==> src/rtl/r8_pkg.sv <==
// Package: shared types and sizing helpers for the radix-8 recoder.
// Assumes: digit count is ceil((W+1)/3) for a W-bit signed operand.
package r8_pkg;

    // One digit's select code, kept in five separate lines.
    typedef struct packed {
        logic neg;
        logic four;
        logic three;
        logic two;
        logic one;
    } r8_sel_t;

    // Number of radix-8 digits needed for a w-bit two's complement operand.
    function automatic int r8_digits(input int w);
        return (w + 3) / 3;
    endfunction

endpackage

==> src/rtl/r8_sign_ext.sv <==
// Module: r8_sign_ext
// Widens a signed operand to a multiple of three bits and appends the
// implicit zero borrow bit below bit 0. Output bit k+1 holds operand bit k.
// Assumes: EXT_W >= IN_W.
module r8_sign_ext #(
    parameter int IN_W  = 16,
    parameter int EXT_W = 18
) (
    input  logic [IN_W-1:0] op,
    output logic [EXT_W:0]  ext
);
    localparam int PAD_W = EXT_W - IN_W;

    // Replicate the sign into the pad bits and add the zero borrow.
    always_comb begin
        ext = {{PAD_W{op[IN_W-1]}}, op, 1'b0};
    end
endmodule

==> src/rtl/r8_digit_cell.sv <==
// Module: r8_digit_cell
// Turns one 4-bit window (three operand bits plus the borrow below them)
// into a five-line select code.
// win[3] = top bit, win[2], win[1] = lower two bits, win[0] = borrow.
// Assumes: the caller supplies overlapping windows. The all-ones window
// gives neg=1 with no magnitude line high.
module r8_digit_cell
    import r8_pkg::*;
(
    input  logic [3:0] win,
    output r8_sel_t    sel
);
    logic hi_x, lo_x, mid_x;

    // Pairwise differences between neighbouring window bits.
    always_comb begin
        hi_x  = win[3] ^ win[2];
        mid_x = win[2] ^ win[1];
        lo_x  = win[1] ^ win[0];
    end

    // Magnitude and sign decode.
    always_comb begin
        sel.one   = ~hi_x & lo_x;
        sel.two   = mid_x & ~lo_x;
        sel.three = hi_x & lo_x;
        sel.four  = hi_x & ~mid_x & ~lo_x;
        sel.neg   = win[3];
    end
endmodule

==> src/rtl/r8_sel_reg.sv <==
// Module: r8_sel_reg
// Output register for all digit codes plus a valid flag. Codes load only
// when in_valid is high. Synchronous active-low reset clears everything.
module r8_sel_reg
    import r8_pkg::*;
#(
    parameter int DIGITS = 6
) (
    input  logic                   clk,
    input  logic                   rst_n,
    input  logic                   in_valid,
    input  r8_sel_t [DIGITS-1:0]   sel_d,
    output logic                   out_valid,
    output r8_sel_t [DIGITS-1:0]   sel_q
);
    // Valid flag follows the input strobe by one cycle.
    always_ff @(posedge clk) begin
        if (!rst_n) out_valid <= 1'b0;
        else        out_valid <= in_valid;
    end

    // Select codes load on a valid strobe and hold otherwise.
    always_ff @(posedge clk) begin
        if (!rst_n)        sel_q <= '0;
        else if (in_valid) sel_q <= sel_d;
    end
endmodule

==> src/rtl/r8_digit_recoder.sv <==
// Module: r8_digit_recoder (top)
// Radix-8 recoder for one systolic array row. It sign-extends the operand,
// recodes every digit in parallel and registers the codes. It outputs one
// bit per digit on each of the five select buses.
// Assumes: OP_W >= 3. Downstream logic treats neg with no magnitude as zero.
module r8_digit_recoder
    import r8_pkg::*;
#(
    parameter int OP_W = 16,
    parameter int DIGITS = r8_digits(OP_W)
) (
    input  logic              clk,
    input  logic              rst_n,
    input  logic              in_valid,
    input  logic [OP_W-1:0]   in_op,
    output logic              out_valid,
    output logic [DIGITS-1:0] out_one,
    output logic [DIGITS-1:0] out_two,
    output logic [DIGITS-1:0] out_three,
    output logic [DIGITS-1:0] out_four,
    output logic [DIGITS-1:0] out_neg
);
    localparam int EXT_W = 3 * DIGITS;

    logic [EXT_W:0]        ext;
    r8_sel_t [DIGITS-1:0]  sel_d;
    r8_sel_t [DIGITS-1:0]  sel_q;

    r8_sign_ext #(.IN_W(OP_W), .EXT_W(EXT_W)) u_ext (
        .op  (in_op),
        .ext (ext)
    );

    // One recoding cell per digit, each on its own overlapping window.
    for (genvar g = 0; g < DIGITS; g++) begin : g_cell
        r8_digit_cell u_cell (
            .win (ext[3*g+3 : 3*g]),
            .sel (sel_d[g])
        );
    end

    r8_sel_reg #(.DIGITS(DIGITS)) u_reg (
        .clk       (clk),
        .rst_n     (rst_n),
        .in_valid  (in_valid),
        .sel_d     (sel_d),
        .out_valid (out_valid),
        .sel_q     (sel_q)
    );

    // Split the registered codes into per-line buses.
    always_comb begin
        for (int k = 0; k < DIGITS; k++) begin
            out_one[k]   = sel_q[k].one;
            out_two[k]   = sel_q[k].two;
            out_three[k] = sel_q[k].three;
            out_four[k]  = sel_q[k].four;
            out_neg[k]   = sel_q[k].neg;
        end
    end
endmodule

==> config.mk <==
export PLATFORM = sky130hd
export DESIGN_NAME = r8_digit_recoder
export DESIGN_NICKNAME = d
export VERILOG_FILES = /design/src/rtl/r8_pkg.sv /design/src/rtl/r8_sign_ext.sv /design/src/rtl/r8_digit_cell.sv /design/src/rtl/r8_sel_reg.sv /design/src/rtl/r8_digit_recoder.sv
export SDC_FILE = /design/constraint.sdc
export NUM_CORES = 1
export LEC_CHECK = 0
export BUFFER_PORTS_ARGS = -buffer_cell sky130_fd_sc_hd__clkbuf_2
export CAP_MARGIN = 5
export CORE_MARGIN = 4
export CORE_UTILIZATION = 29
export DETAILED_ROUTE_END_ITERATION = 16
export GPL_TIMING_DRIVEN = 0
export HOLD_SLACK_MARGIN = 0.02
export PLACE_DENSITY = 0.54
export SLEW_MARGIN = 5
export SYNTH_ARGS = -nofsm -noshare
export SYNTH_HDL_FRONTEND = slang
export SYNTH_HIERARCHICAL = 1
export SYNTH_SLANG_ARGS = --single-unit
==> constraint.sdc <==
create_clock -name clk -period 1.9 [get_ports clk]
set_input_delay 0 -clock clk [delete_from_list [all_inputs] [get_ports clk]]
set_output_delay 0 -clock clk [all_outputs]
set_load 0.01 [all_outputs]
# ---- Word-level counts from Yosys, hierarchy flattened
# Index checks and enable logic that the tools add are counted.
dict set report totals {
  register_bits 28
  elab_cells 83
}
dict set report op_classes {
  n_bitwise 55
}
# operator n
set ops {}
lappend ops {{1-bit AND} 25}
lappend ops {{1-bit inverter} 15}
lappend ops {{1-bit bitwise XOR} 15}

# ---- Depth between registers and ports, before layout
dict set report logic_depth {
  word_depth 4
  depth_mapped 5
}

# ---- By module
# Netlist, hierarchy kept.
# module n_inst area_each_um2 seq_area_each_um2 cells_per_inst
set by_module_without_submodules {}
lappend by_module_without_submodules {r8_sel_reg 1 1197.4 620.6 99}
lappend by_module_without_submodules {r8_digit_cell 6 75.1 0.0 11}
lappend by_module_without_submodules {r8_sign_ext 1 146.4 0.0 20}

# ---- Worst setup path before layout
# Ideal clock, no wire load.
dict set report synth_timing {
  path_type {input-to-reg}
  startpoint {in in_op[7]}
  endpoint {reg u_reg/sel_q[13] (netlist name)}
  path_stages 5
  arrival_time_ns 0.863
  setup_ns 0.065
  path_buffers 1
  setup_slack_ns 0.972
  required_time_ns 1.835
  cell_sequence {buf_4 or4b_1 o21ai_0 mux2i_1 nor2b_1}
}
# element line
set synth_rtl {}
lappend synth_rtl {{start: declaration} r8_digit_recoder.sv:15} ;# input logic [OP_W-1:0] in_op,

# ---- Final worst setup path
dict set report layout_timing {
  startpoint {in rst_n}
  endpoint {reg u_reg/sel_q[16] (netlist name)}
}
# element line
set layout_rtl {}
lappend layout_rtl {{start: declaration} r8_digit_recoder.sv:13} ;# input logic rst_n,
# No word-level cell between the ends.

==> results.cfg <==
[timing]
finalSetupTns_ns = 0
max_freq_mhz = 1018
finClkSkew_ns = 0
setup_viol = 0
hold_viol_final = 0
min_period_over_period = 0.5169
rsz0062_at_grt = false
layout_min_cycle_time_ns = 0.9821
drv_slew = 0

[setup_path]
crit_path_max_fanout = 10
r2r_slack_ns = 1.29
r2r-end = u_reg/sel_q[22]
cp-end-kind = flip-flop
start_kind = input pin
r2r_start = u_reg/sel_q[22]
required_ns = 2.11
worstPathArrival_ns = 1.19
path_class = input pin to flip-flop
r2r_cells = 2

[job]
maxCapViolations = 0

[drt]
drcViolationCount = 0
first_pass_iters = 4
wl_per_cell_um = 11.08
vias = 1231
dr.first_iter.drc_count = 16
detail-route-antenna-nets = 0
avgViaCountPerCell = 4.090
drt_wl_total_mm = 3.336

[clock_network]
cts_made_buffers = 5
clockBufferDepth = 2
tritoncts = done
htree_levels = 2
post-cts-setup-buffers = 0
clock_sinks = 31
clock-root-buffer = clkbuf_8
path_clk_slew_ns = 0.06
clock_latency_ns = 0.27
ctsHoldBuffers = 1
cts_resized = 0

[logic_synthesis]
synth_compound_area_frac = 0.03347
netlist_area_um2 = 1794
yosys.area_share.adder = 0
synth_seq_area_share = 0.3459
yosysWarnings = 6
synth-xor-area-share = 0.05858
syn_nets = 204
netlist_instances = 185
ys_seq_elements = 31
synthSimpleGateAreaFrac = 0.2420
synth_top_family_by_area = simple AND/OR/NAND/NOR gates
syn_area_per_cell_um2 = 9.698
synth.area.mux_share = 0.1674
yosysUniqueCellTypes = 17

[hold_path]
holdCritStartpoint = in_valid
min_path_type = input pin to flip-flop
hold_end = u_reg/sel_q[4]
whs_path_depth = 3

[die]
rows = 28
io_pins = 50
dieWidth_um = 86.66
start_util = 0.3013
die_h_um = 86.66
dieArea_um2 = 7509
core-area_um2 = 5956

[finish]
antenna-diode-count = 0
nets = 244
final_util = 0.3624
area_growth_pct = 20.29
drive_gt1_frac = 0.3274
fin_cells = 301
nFillCells = 621

[status]
status = finished, final reports clean

[power_and_ir_drop]
p_leak_nw = 0.9775
ir_drop_mv = 0.2350
finalPower_w = 0.001551
p_per_area_nw_per_um2 = 718.6

[global_route]
grt_pass1_vias = 1186
antenna_found_initial = 0
grt.overflow.total = 0
grt_max_degree = 11
grt_pass1_wl_mm = 5.664
track_usage = 0.09527

[placed_design]
gp_congestion = 0.6896
dp.cells = 292
port_buffers = 32
dp_hpwl_mm = 2.506
[power breakdown]
part | internal (W) | switching (W)
clock network | 0.000330 | 0.000237
registers | 0.000683 | 0.0000161
logic | 0.000154 | 0.000131
[critical path: stages]
cell and delay (ns):
dlygate4sd3_1 0.53, clkbuf_2 0.14, clkbuf_1 0.33, nor2b_1 0.19
[worst max path at each step]
stage,from,endpoint,depth (start not counted)
4_1_cts,rst_n,u_reg/sel_q[16],4
3_5_place_dp,in_op[8],u_reg/sel_q[18],5
6_report,rst_n,u_reg/sel_q[16],4
3_3_place_gp,in_op[5],u_reg/sel_q[13],5
5_1_grt,rst_n,u_reg/sel_q[6],4
2_1_floorplan,in_op[7],u_reg/sel_q[13],5
[through the flow]
step           worst slack, ns  instance area [µm²]  hold WS [ns]
2_1_floorplan           0.9717                 1794        0.1282
5_1_grt                 0.8294                 2158       0.08217
3_5_place_dp            0.8812                 2048        0.2901
3_3_place_gp            0.9140                 2048        0.2813
6_report                0.9179                 2158       0.05390
4_1_cts                 0.8725                 2158       0.05255
[cells in the mapped netlist]
cell / n / area, µm²
nor2b_1: 36 / 225.2
dfxtp_1: 31 / 620.6
mux2i_1: 30 / 300.3
buf_4: 25 / 187.7
o21ai_0: 12 / 60.06
nand2_1: 6 / 22.52
nor2_1: 6 / 22.52
or2b_1: 6 / 45.04
or3b_2: 6 / 52.55
or4b_1: 6 / 60.06
xnor2_1: 6 / 52.55
xor2_1: 6 / 52.55
buf_12: 3 / 60.06
clkbuf_1: 3 / 11.26
and2_1: 1 / 6.260
buf_6: 1 / 11.26
conb_1: 1 / 3.750
[state kept, by name (all words and copies together), names as in the netlist]
signal	flops
u_reg/out_valid	1
u_reg/sel_q	30
[metal layers]
metal	wire length, µm	part of all wire	global-route usage
met5	0	0	0
met4	21	0.0063	0.03824
met3	246	0.074	0.03232
met2	1437	0.43	0.1363
met1	1631	0.49	0.1306
[area by class of cell]
cell class	instances	area (µm²)	share of cell area
buffer	32	270.3	0.1252
clock buffer	8	100.1	0.04638
multi-input combinational	122	903.4	0.4186
sequential	31	620.6	0.2875
tap	75	93.84	0.04348
timing repair buffer	33	170.2	0.07884
[cell families (layout without fill, tap and decap cells)]
group,count (synthesis),count (layout)
other,1,1
muxes,30,30
DFF,31,31
AOI/OAI and AO/OA,12,12
buffers and inverters,32,73
xor gates and xnor gates,12,12
and+or+nand+nor,67,67
[cell usage in the layout (no fill, tap or decap), drive strengths merged]
master / netlist / routed
clkbuf: 3 / 43
xor2: 6 / 6
and2: 1 / 1
dlygate4sd3: 0 / 1
xnor2: 6 / 6
nor2: 6 / 6
buf: 29 / 29
conb: 1 / 1
nand2: 6 / 6
dfxtp: 31 / 31
or4b: 6 / 6
nor2b: 36 / 36
o21ai: 12 / 12
or2b: 6 / 6
mux2i: 30 / 30
or3b: 6 / 6
(Power assumes the default switching activity.)
